==> config.mk <==
export PLATFORM = sky130hd
export DESIGN_NAME = bcd_predet_counter
export DESIGN_NICKNAME = d
export VERILOG_FILES = /design/src/rtl/bcd_pkg.sv /design/src/rtl/strobe_sync.sv /design/src/rtl/div_prescaler.sv /design/src/rtl/bcd_digit.sv /design/src/rtl/bcd_stepper.sv /design/src/rtl/bcd_predet_counter.sv
export SDC_FILE = /design/constraint.sdc
export NUM_CORES = 1
export LEC_CHECK = 0
export ABC_CLOCK_PERIOD_IN_PS = 5800
export BUFFER_PORTS_ARGS = -buffer_cell sky130_fd_sc_hd__buf_4
export CORE_MARGIN = 1.5
export CORE_UTILIZATION = 55
export DETAILED_ROUTE_END_ITERATION = 8
export GPL_TIMING_DRIVEN = 0
export PLACE_DENSITY = 0.82
export SLEW_MARGIN = 15
export SYNTH_ARGS = -nofsm -noshare
export SYNTH_HDL_FRONTEND = slang
export SYNTH_SLANG_ARGS = --single-unit
export TNS_END_PERCENT = 10
==> constraint.sdc <==
create_clock -name clk -period 5.8 [get_ports clk]
set_input_delay 0.29 -clock clk [delete_from_list [all_inputs] [get_ports clk]]
set_output_delay 0.29 -clock clk [all_outputs]
set_load 0.01 [all_outputs]
==> src/rtl/bcd_pkg.sv <==
package bcd_pkg;
  localparam int DIG_W = 4;
  localparam logic [DIG_W-1:0] DIG_MAX = 4'd9;

  typedef enum logic [1:0] {
    DIV_BY5 = 2'b00,
    DIV_BY6 = 2'b01,
    DIV_BY1 = 2'b11
  } div_mode_e;
endpackage

==> src/rtl/strobe_sync.sv <==
module strobe_sync #(
  parameter int STAGES = 2
) (
  input  logic clk,
  input  logic rst,
  input  logic async_in,
  output logic rise_o
);
  logic [STAGES:0] sh_q;

  always_ff @(posedge clk) begin
    if (rst) sh_q <= '0;
    else     sh_q <= {sh_q[STAGES-1:0], async_in};
  end

  assign rise_o = sh_q[STAGES-1] & ~sh_q[STAGES];
endmodule

==> src/rtl/div_prescaler.sv <==
module div_prescaler
  import bcd_pkg::*;
#(
  parameter int MAX_DIV = 6
) (
  input  logic       clk,
  input  logic       rst,
  input  logic       restart,
  input  logic       ev_i,
  input  logic [1:0] sel_i,
  output logic       tick_o
);
  localparam int CW = $clog2(MAX_DIV);

  logic [CW-1:0] phase_q;
  logic [CW-1:0] last_c;
  logic          bypass_c;

  always_comb begin
    bypass_c = 1'b0;
    last_c   = '0;
    case (sel_i)
      DIV_BY5: last_c   = CW'(4);
      DIV_BY6: last_c   = CW'(5);
      default: bypass_c = 1'b1;
    endcase
  end

  assign tick_o = ev_i & (bypass_c | (phase_q == last_c));

  always_ff @(posedge clk) begin
    if (rst || restart)  phase_q <= '0;
    else if (ev_i) begin
      if (tick_o)        phase_q <= '0;
      else               phase_q <= phase_q + CW'(1);
    end
  end
endmodule

==> src/rtl/bcd_digit.sv <==
module bcd_digit
  import bcd_pkg::*;
(
  input  logic [DIG_W-1:0] d_i,
  input  logic             up_i,
  input  logic             cin_i,
  output logic [DIG_W-1:0] d_o,
  output logic             cout_o
);
  always_comb begin
    d_o    = d_i;
    cout_o = 1'b0;
    if (cin_i) begin
      if (up_i) begin
        if (d_i >= DIG_MAX) begin d_o = '0; cout_o = 1'b1; end
        else                     d_o = d_i + DIG_W'(1);
      end else begin
        if (d_i == '0) begin d_o = DIG_MAX; cout_o = 1'b1; end
        else                 d_o = d_i - DIG_W'(1);
      end
    end
  end
endmodule

==> src/rtl/bcd_stepper.sv <==
module bcd_stepper
  import bcd_pkg::*;
#(
  parameter int NDIG = 6
) (
  input  logic [NDIG*DIG_W-1:0] val_i,
  input  logic                  up_i,
  output logic [NDIG*DIG_W-1:0] val_o
);
  logic [NDIG:0] chain;
  assign chain[0] = 1'b1;

  for (genvar g = 0; g < NDIG; g++) begin : g_dig
    bcd_digit u_dig (
      .d_i   (val_i[g*DIG_W +: DIG_W]),
      .up_i  (up_i),
      .cin_i (chain[g]),
      .d_o   (val_o[g*DIG_W +: DIG_W]),
      .cout_o(chain[g+1])
    );
  end
endmodule

==> src/rtl/bcd_predet_counter.sv <==
module bcd_predet_counter
  import bcd_pkg::*;
#(
  parameter int NDIG        = 6,
  parameter int SYNC_STAGES = 2,
  parameter int MAX_DIV     = 6
) (
  input  logic                  clk,
  input  logic                  rst,
  input  logic                  cnt_in,
  input  logic                  up_dn,
  input  logic                  cnt_hold,
  input  logic                  clr,
  input  logic                  load,
  input  logic [1:0]            div_sel,
  input  logic                  no_auto_clr,
  input  logic                  no_auto_load,
  input  logic [NDIG*DIG_W-1:0] preset_val,
  input  logic [NDIG*DIG_W-1:0] presig_val,
  input  logic [NDIG*DIG_W-1:0] main_val,
  output logic [NDIG*DIG_W-1:0] count_o,
  output logic                  main_flag,
  output logic                  presig_flag,
  output logic                  zero_flag
);
  localparam int W = NDIG * DIG_W;

  logic         rise_w, qual_w, step_w;
  logic [W-1:0] next_w;
  logic [W-1:0] count_q, count_d;
  logic         main_q, main_d, hold_main_q, hold_main_d;
  logic         pre_q, pre_d, zero_q, zero_d, zpulse_c;

  strobe_sync #(.STAGES(SYNC_STAGES)) u_sync (
    .clk     (clk),
    .rst     (rst),
    .async_in(cnt_in),
    .rise_o  (rise_w)
  );

  assign qual_w = rise_w & ~cnt_hold & ~clr & ~load;

  div_prescaler #(.MAX_DIV(MAX_DIV)) u_div (
    .clk    (clk),
    .rst    (rst),
    .restart(clr | load),
    .ev_i   (qual_w),
    .sel_i  (div_sel),
    .tick_o (step_w)
  );

  bcd_stepper #(.NDIG(NDIG)) u_step (
    .val_i(count_q),
    .up_i (up_dn),
    .val_o(next_w)
  );

  always_comb begin
    count_d     = count_q;
    main_d      = main_q & hold_main_q;
    hold_main_d = hold_main_q;
    pre_d       = pre_q;
    zpulse_c    = 1'b0;
    if (clr) begin
      count_d     = '0;
      main_d      = 1'b0;
      hold_main_d = 1'b0;
      pre_d       = 1'b0;
    end else if (load) begin
      count_d = preset_val;
      pre_d   = 1'b0;
    end else if (step_w) begin
      count_d     = next_w;
      main_d      = 1'b0;
      hold_main_d = 1'b0;
      pre_d       = (next_w == presig_val);
      if (next_w == main_val) begin
        main_d = 1'b1;
        if (up_dn && !no_auto_clr) count_d     = '0;
        else                       hold_main_d = 1'b1;
      end
      if (!up_dn && !no_auto_load && next_w == '0) begin
        count_d  = preset_val;
        zpulse_c = 1'b1;
      end
    end
    zero_d = (count_d == '0) | zpulse_c;
  end

  always_ff @(posedge clk) begin
    if (rst) begin
      count_q     <= '0;
      main_q      <= 1'b0;
      hold_main_q <= 1'b0;
      pre_q       <= 1'b0;
      zero_q      <= 1'b1;
    end else begin
      count_q     <= count_d;
      main_q      <= main_d;
      hold_main_q <= hold_main_d;
      pre_q       <= pre_d;
      zero_q      <= zero_d;
    end
  end

  assign count_o     = count_q;
  assign main_flag   = main_q;
  assign presig_flag = pre_q;
  assign zero_flag   = zero_q;
endmodule

Yosys cells after proc, flatten, opt, wreduce, memory -nomap -nowiden

Cells that the tools add are included.

Flip-flop bits (word level): 34
Input port bits: 83
Output and inout port bits: 27
Logic and storage cells: 123

Add/subtract/negate cells: 13
$lt $le $gt $ge: 6
Eq/ne operators: 4
Multiplexer cells: 60
Bitwise gates (word level): 13
Reductions and logical operators: 20

Operator list:

| cell                                                                | count |
|---|---|
| 24-bit 2-to-1 mux                                                   | 6 |
| 4-bit 2-to-1 mux                                                    | 23 |
| 24-bit == test                                                      | 2 |
| 24-bit logical NOT                                                  | 2 |
| 1-bit 2-to-1 mux                                                    | 29 |
| 4-bit by 1-bit adder with 4-bit output (second input constant)      | 6 |
| 4-bit greater-or-equal comparator (second input constant)           | 6 |
| 4-bit logical NOT                                                   | 6 |
| 4-bit by 1-bit subtractor with 4-bit output (second input constant) | 6 |
| 1-bit bitwise AND                                                   | 6 |
| 3-bit one-hot mux with 2 select lines                               | 1 |
| 1-bit inverter                                                      | 4 |
| 2-bit OR reduction                                                  | 2 |
| 3-bit by 1-bit adder with 3-bit output (second input constant)      | 1 |
| 3-bit == test                                                       | 1 |
| 1-bit logical AND                                                   | 3 |
| 1-bit logical NOT                                                   | 3 |
| 3-bit 2-to-1 mux                                                    | 1 |
| 1-bit bitwise OR                                                    | 3 |
| 3-bit OR reduction                                                  | 1 |
| 2-bit by 1-bit == test with 1-bit output (second input constant)    | 1 |
| 2-bit logical NOT                                                   | 1 |
| 2-bit AND reduction                                                 | 1 |
| 1-bit logical OR                                                    | 1 |

Logic depth before layout (Yosys ltp)

Gate-level depths: netlist (run 1).

Depth after elaboration: 16
Mapped depth: 19
Mapped depth without buffers: 15

Modules after synthesis

From an unflattened synthesis (run 1), not the netlist that was laid out.

Cell total of the unflattened synthesis: 530
Area, all modules: 4182.8 µm²

By module, submodules not included:

| module             | times used | cells an instance | area each (µm²) | sequential area each (µm²) |
|---|---|---|---|---|
| bcd_predet_counter | 1          | 275               | 2154.6          | 560.5 |
| bcd_digit          | 6          | 38                | 290.3           | 0.0 |
| div_prescaler      | 1          | 19                | 195.2           | 60.1 |
| strobe_sync        | 1          | 7                 | 87.6            | 60.1 |
| bcd_stepper        | 1          | 1                 | 3.8             | 0.0 |

Worst setup path before layout (run 1)

Ideal clock, no wire load.

Kind: reg-to-reg
Start: reg count_q[0] (netlist: count_o[0])
End: reg zero_q (netlist: zero_flag)
Setup time: 60 ps
Arrival time: 4632 ps
Required time: 5740 ps
Setup slack: 1107 ps
Cell stages (with the launch flop): 20
Path buffers: 4
Period minus slack after synthesis: 4693 ps
Cell sequence: dfxtp_1 > clkbuf_1 > inv_1 > ha_1 > or3b_1 > o22a_1 > buf_6 > or4_4 > buf_6 > nor2_8 > mux2_2 > a21oi_1 > or4b_4 > o21a_1 > buf_6 > a221o_1 > a21oi_1 > nand4_1 > nor3b_1 > a311o_1

Word-level cells in the longest chain between the ends: 16
Elaborated cells between the ends (all ways): 34
Classes of those cells: add/sub: 2; order compare: 1; eq/ne: 1; mux: 25; bitwise: 1; reduce/logical: 4

RTL lines:

| item                                                                   | RTL line                                           | text |
|---|---|---|
| from (decl)                                                            | bcd_predet_counter.sv:30                           | `logic [W-1:0] count_q, count_d;` |
| from (signal assigned)                                                 | bcd_predet_counter.sv:98                           | `count_q <= count_d;` |
| 4-bit greater-or-equal comparator or 4-bit logical NOT (tied branches) | bcd_digit.sv:15, bcd_digit.sv:18                   |  |
| 1-bit 2-to-1 mux (on tied branches)                                    | bcd_digit.sv:15, bcd_digit.sv:18                   |  |
| 1-bit 2-to-1 mux                                                       | bcd_digit.sv:14                                    | `if (up_i) begin` |
| 1-bit 2-to-1 mux (4 in a row)                                          | bcd_digit.sv:13                                    | `if (cin_i) begin` |
| 4-bit 2-to-1 mux                                                       | bcd_digit.sv:13                                    |  |
| 24-bit == test (tied with other cells)                                 | bcd_predet_counter.sv:77                           | `if (next_w == main_val) begin` |
| 24-bit 2-to-1 mux or 1-bit logical AND (tied branches)                 | bcd_predet_counter.sv:77, bcd_predet_counter.sv:82 |  |
| 24-bit 2-to-1 mux                                                      | bcd_predet_counter.sv:82                           | `if (!up_dn && !no_auto_load && next_w == '0) begin` |
| 24-bit 2-to-1 mux                                                      | bcd_predet_counter.sv:72                           | `end else if (step_w) begin` |
| 24-bit 2-to-1 mux                                                      | bcd_predet_counter.sv:69                           | `end else if (load) begin` |
| 24-bit 2-to-1 mux                                                      | bcd_predet_counter.sv:64                           | `if (clr) begin` |
| 24-bit logical NOT                                                     | bcd_predet_counter.sv:87                           | `zero_d = (count_d == '0) \| zpulse_c;` |
| 1-bit bitwise OR *                                                     | bcd_predet_counter.sv:87                           |  |
| to (signal assigned)                                                   | bcd_predet_counter.sv:102                          | `zero_q <= zero_d;` |
| to (decl)                                                              | bcd_predet_counter.sv:32                           | `logic pre_q, pre_d, zero_q, zero_d, zpulse_c;` |

Every way passes the cells marked *; elsewhere a longest branch is shown, timed or not.
A chain may end at the register's enable or synchronous reset.

Worst setup path in the final report (run 1)

Start: reg count_q[4] (netlist: count_o[4])
End: reg zero_q (netlist: zero_flag)

The elaborated chain is that of the path after synthesis.

==> results.yml, run 1 <==
status:
  status: "complete, no violations"
hold_path:
  min_to: "u_sync.sh_q[0]"
  min_from: "cnt_in"
  worstHoldPathCells: 2
  hold_class: "in -> reg"
cells_and_area:
  drive_above_1_share: 0.206
  fin_nets: 824
  seq_area_um2: 681
  diodes: 0
  area_delta_synth_final_pct: 23.8
  fill_cells: 683
  multiInputGateArea_um2: 3430
clocking:
  cts_max_path_buffers: 2
  cts_root_buf: "clkbuf_8"
  cts_tree: "yes"
  cts_buffers: 5
  h-tree-depth: 2
  clkLatencyLatePin_ns: 0.30
  path_clk_slew_ns: 0.07
  cts_sinks: 34
  cts_setup_buffers: 0
timing:
  min_period_ns: 5.46
  report.final.hold_viol_count: 0
  fmax_mhz: 183
  rsz0062_at_grt: "no"
  skew_ns: 0.00356
  worstMarginPinSlew_ns: 0.905
  drv_slew: 0
  fin_ws_ns: 0.341
  final.setup.tns_ns: 0
  max-slew-margin-rel: 0.394
  period_share: 0.941
  finalSetupViolations: 0
critical_path:
  crit_top_cell: "clkbuf_1"
  cpMaxStageDelayCell: "or4_4"
  endpoint_kind: "flip-flop"
  crit_arrival_ns: 5.69
  r2r_start: "count_o[4]"
  rrSetupSlack_ns: 0.34
  cpPeakStageDelay_ns: 0.57
  critPathKind: "reg -> reg"
  crit_fanout: 10
  critPathRequiredTime_ns: 6.04
  startpoint_type: "flip-flop"
  reg2reg_depth: 18
  crit_chain: "clkbuf_1 > inv_1 > ha_1 > or3b_1 > clkbuf_1 > a31oi_4 > or4_4 > buf_6 > nor2_8 > mux2_2 > a21oi_1 > or4b_4 > o21ai_1 > o211ai_1 > a22oi_1 > nand4_1 > nor3b_1 > a311o_1"
  timing.rr.end: "zero_flag"
synthesis:
  synthArstFlopShare: 0
  synthTopCellsByArea: "dfxtp_1, xnor2_1, a21oi_1"
  synth_top_area_share: 0.155
  ys_types: 80
  synth_edf_count: 0
  yosys.area.top_type: "dfxtp_1"
  syn_area_per_cell_um2: 7.24
  synthesis.area_um2: 4400
  yosysWarnings: 0
  synth-seq-cells: 34
  synth_cells: 607
  yosysSeqAreaShare: 0.155
  synth-main-ff-cell: "dfxtp_1"
  synthesis.nets: 709
grt:
  grt_pass1_wl_um: 25800
  grt_max_degree: 12
  grt_pass1_vias: 4967
  antenna_found_initial: 0
  overflow: 0
  grt_usage: 0.388
power:
  power_density_nw_per_um2: 142
  p_leak_nw: 2.10
  ir_worst_vdd_uv: 141
floorplan:
  initial_core_util: 0.569
  die_h_um: 92.4
  io_pins: 110
  dieArea_um2: 8540
  core_area_um2: 7730
  die_x_um: 92.4
  rows: 32
routing:
  wl_per_cell_um: 20.3
  drt_pass1_iterations: 6
  vias: 5485
  drtIter0Drc: 704
  via_per_inst: 6.65
  drc: 0
  antenna_left: 0
  wl_um: 16800
placement:
  port_buffers: 108
  dp.final_hpwl_um: 13100
  place_congestion: 1.05
  pre_cts_ws_ns: 0.360
flow_run:
  cap_violations: 0
worst max-delay path by stage:
stage                     end  slack (ns)       start  cells past startpoint
floorplan           zero_flag        1.11  count_o[0]                     19
global placement    zero_flag        0.46  count_o[4]                     16
detailed placement  zero_flag        0.36  count_o[0]                     16
CTS                 zero_flag        0.33  count_o[0]                     16
global route        zero_flag        0.03  count_o[4]                     17
finish              zero_flag        0.34  count_o[4]                     18
critical path, delay by kind of cell, from the launching register on:
kind	cells	cell delay, ns
buffers and inverters	4	0.95
AOI/OAI and AO/OA	6	1.63
adders and majority gates	1	0.31
muxes	1	0.40
DFF	1	0.39
and+or+nand+nor	6	1.72
logic make-up (layout without fill, tap and decap cells):
family,Yosys count,count (layout),share of synthesized area
AOI/OAI and AO/OA,216,216,0.335
and+or+nand+nor,200,200,0.254
buffers and inverters,74,190,0.0692
xor gates and xnor gates,50,50,0.0996
DFF,34,34,0.155
adders and majority gates,19,19,0.0541
muxes,14,14,0.0330
layer usage:
metal,GRT usage,part of all wire
met5,0,0
met4,0.185,0.048
met3,0.0764,0.12
met2,0.601,0.44
met1,0.514,0.39
metrics by stage:
step,instances,hold slack [ns],instance area [um2],utilization,total power [mW]
3_5_place_dp,817,0.442,5340,0.690,0.579
2_1_floorplan,607,0.362,4400,-,0.455
5_1_grt,825,0.219,5450,0.705,0.807
6_report,825,0.202,5450,0.705,0.775
4_1_cts,825,0.207,5430,0.702,0.762
3_3_place_gp,817,0.431,5340,0.690,0.571
cell type report:
type / count / area share
plain buffers: 40 / 0.0324
clock buffers: 7 / 0.0159
clock inverters: 1 / 0.000919
inverters: 34 / 0.0234
multi-input cells: 499 / 0.630
flip-flops and latches: 34 / 0.125
well taps: 102 / 0.0234
repair buffers: 108 / 0.149
cells in the final DEF (no fill, tap or decap), types with 4 or more instances in the layout:
master / n
nand3_1: 14
mux2_2: 4
o2111ai_1: 4
o21ai_1: 4
o211a_1: 4
nor4_1: 8
xor2_1: 16
nor3_1: 12
nor4b_1: 4
a221oi_1: 5
inv_1: 33
a31oi_1: 17
o22ai_1: 6
dfxtp_1: 34
nand2b_1: 6
clkbuf_1: 33
or2_2: 4
or3b_2: 5
nor2b_1: 9
xnor2_1: 34
a22oi_1: 6
o22a_1: 5
nand4_1: 8
or3_1: 4
nor2_1: 56
a22o_1: 4
nor3b_1: 8
buf_4: 108
ha_1: 19
o21a_1: 8
clkbuf_8: 6
nand2_1: 34
mux2i_1: 9
o221ai_1: 8
o211ai_1: 6
o21ai_0: 43
a21oi_1: 51
o311ai_0: 4
or3b_1: 4
where the power goes:
group	leakage (nW)	switching [mW]	internal (mW)
Clock	0.0482	0.0923	0.0958
Combinational	1.78	0.189	0.145
Sequential	0.278	0.0120	0.241
cell usage after synthesis, types with 5 or more instances:
cell type  instances
mux2i_1           10
a221oi_1           5
nor3_1            12
nand3_1           14
o211ai_1           6
a21oi_1           51
o21ai_0           43
nand4_1            8
nand2_1           34
o221ai_1           8
clkbuf_1          32
or3b_2             5
nor2b_1            9
nand2b_1           6
nor3b_1            8
inv_1             33
xnor2_1           34
o22ai_1            6
a31oi_1           17
xor2_1            16
ha_1              19
nor2_1            57
nor4_1             8
o21a_1             8
o22a_1             5
a22oi_1            6
dfxtp_1           34
state kept, by name, indices dropped and copies added, names as in the netlist:
| register | count |
|---|---|
| count_o | 24 |
| hold_main_q | 1 |
| main_flag | 1 |
| presig_flag | 1 |
| u_div.phase_q | 3 |
| u_sync.sh_q | 3 |
| zero_flag | 1 |
what timing repair did:
action	in CTS	in global routing
hold buffers	0	0
endpoints found under the setup margin	0	1
gates resized for setup	0	4
Note: power is estimated with default switching activity, not from simulation.
==> run 2, diff against run 1 <==
--- a/config.mk
+++ b/config.mk
@@ -5,7 +5,7 @@
 export SDC_FILE = /design/constraint.sdc
 export NUM_CORES = 1
 export LEC_CHECK = 0
-export ABC_CLOCK_PERIOD_IN_PS = 5800
+export ABC_CLOCK_PERIOD_IN_PS = 5700
 export BUFFER_PORTS_ARGS = -buffer_cell sky130_fd_sc_hd__buf_4
 export CORE_MARGIN = 1.5
 export CORE_UTILIZATION = 55
==> constraint.sdc (replaced) <==
create_clock -name clk -period 5.7 [get_ports clk]
set_input_delay 0.285 -clock clk [delete_from_list [all_inputs] [get_ports clk]]
set_output_delay 0.285 -clock clk [all_outputs]
set_load 0.01 [all_outputs]
==> run 2 against run 1 <==
Net effect:
- register-to-register slack gained 0.05 ns
- critical path depth grew 1
- wire length grew 0.54%
- clock power is essentially flat
- cell area grew 0.18%
- non-clock buffer count is the same
- die area is the same
- sequential cell count is the same
- sequential share of layout area is essentially flat
- combinational power grew 2%
- largest power group unchanged
==> results.yml, run 2 (synthesis results as in run 1) <==
clocking:
  cts_resized: 0
  hold_buffers: 0
  cts_root_buf: "clkbuf_8"
  cts_tree: "yes"
  cts_buffers: 5
  cts_setup_buffers: 0
  cts_max_path_buffers: 2
  h-tree-depth: 2
  clkLatencyLatePin_ns: 0.29
  cts_sinks: 34
  path_clk_slew_ns: 0.07
critical_path:
  crit_fanout: 10
  crit_arrival_ns: 5.54
  rrSetupSlack_ns: 0.39
  cpMaxStageDelayCell: "or4_4"
  startpoint_type: "flip-flop"
  critPathKind: "reg -> reg"
  cp_top_family: "simple AND/OR/NAND/NOR gates"
  endpoint_kind: "flip-flop"
  cpPeakStageDelay_ns: 0.56
  path_buf_inv: 5
  crit_chain: "clkbuf_1 > inv_1 > ha_1 > or3b_1 > clkbuf_1 > a31oi_4 > or4_4 > buf_6 > nor2_8 > mux2_2 > a21oi_1 > or4b_4 > o21a_1 > buf_6 > a221o_1 > a21oi_1 > nand4_1 > nor3b_1 > a311o_1"
  critPathRequiredTime_ns: 5.94
cells_and_area:
  area_delta_synth_final_pct: 24.1
  fin_nets: 824
  final_cell_mix: "buf_4, nor2_1, a21oi_1"
  drive_above_1_share: 0.209
  diodes: 0
  largest_reg_flops: 24
  fin_cells: 825
  final_common_cell: "buf_4"
  final_cell_area_um2: 5460
grt:
  grt_max_degree: 12
  grt_pass1_vias: 4967
  antenna_found_initial: 0
  use_met3: 0.0764
  grt_pass1_wl_um: 25800
  top_usage_layer: "met2"
  grt_usage: 0.388
  use_met1: 0.514
  use_met2: 0.601
  overflow: 0
placement:
  dp.final_hpwl_um: 13100
  port_buffers: 108
  place_area_um2: 5340
  place_congestion: 1.05
  pre_cts_ws_ns: 0.260
  dp.cells: 817
floorplan:
  core_area_um2: 7730
  die_h_um: 92.4
  initial_core_util: 0.569
  die_x_um: 92.4
  io_pins: 110
  rows: 32
  dieArea_um2: 8540
timing:
  worstMarginPinSlew_ns: 0.885
  min_period_ns: 5.31
  final.setup.tns_ns: 0
  rsz0062_at_grt: "no"
  period_share: 0.931
  timing.hold.ws_ns: 0.199
  report.final.hold_viol_count: 0
  max-slew-margin-rel: 0.407
  finalSetupViolations: 0
  fin_ws_ns: 0.391
  skew_ns: 0.00387
  fmax_mhz: 188
  drv_slew: 0
flow_run:
  cap_violations: 0
power:
  power_density_nw_per_um2: 145
  ir_worst_vdd_uv: 143
  swShare: 0.379
  p_seq_frac: 0.327
  power.share.clock: 0.242
  p_leak_nw: 2.10
  intPower_mw: 0.490
  netSwitchingPower_mw: 0.299
  p_comb_frac: 0.431
routing:
  vias: 5516
  wl_per_cell_um: 20.5
  via_per_inst: 6.69
  antenna_left: 0
  drc: 0
  wl_um: 16900
  drtIter0Drc: 766
  drt_pass1_iterations: 6
status:
  status: "complete, no violations"
hold_path:
  hold_class: "in -> reg"
run 2: path summary, 6_finish.rpt:
check                                    start              to  depth (start not counted)
worst max-delay path                count_o[4]       zero_flag                         19
worst min-delay path                    cnt_in  u_sync.sh_q[0]                          2
worst max register to register      count_o[4]       zero_flag                         19
worst min register to register  u_sync.sh_q[0]  u_sync.sh_q[1]                          1
run 2: stage by stage:
step / power, mW / utilization
after floorplan: 0.463 / -
after global placement: 0.581 / 0.690
after detailed placement: 0.589 / 0.690
after CTS: 0.775 / 0.702
after global routing: 0.821 / 0.706
final: 0.789 / 0.706
run 2: cell type report:
cell class,instances,area [um2]
Multi-Input combinational cell,499,3440
Fill cell,679,2270
Timing Repair Buffer,108,811
Sequential cell,34,681
Buffer,40,176
Inverter,34,128
Tap cell,102,128
Clock buffer,7,86.3
Clock inverter,1,5.00
run 2: power by group through the flow:
stage / clock (mW) / sequential, mW / combinational, mW
final: 0.191 / 0.258 / 0.340
after detailed placement: 0 / 0.263 / 0.326
after global routing: 0.200 / 0.259 / 0.363
after global placement: 0 / 0.262 / 0.319
after floorplan: 0 / 0.262 / 0.200
after CTS: 0.190 / 0.257 / 0.328
run 2: layer usage:
metal / share of wire / wire (um)
met2: 0.43 / 7340
met4: 0.050 / 838
met1: 0.39 / 6590
met3: 0.12 / 2100
met5: 0 / 0
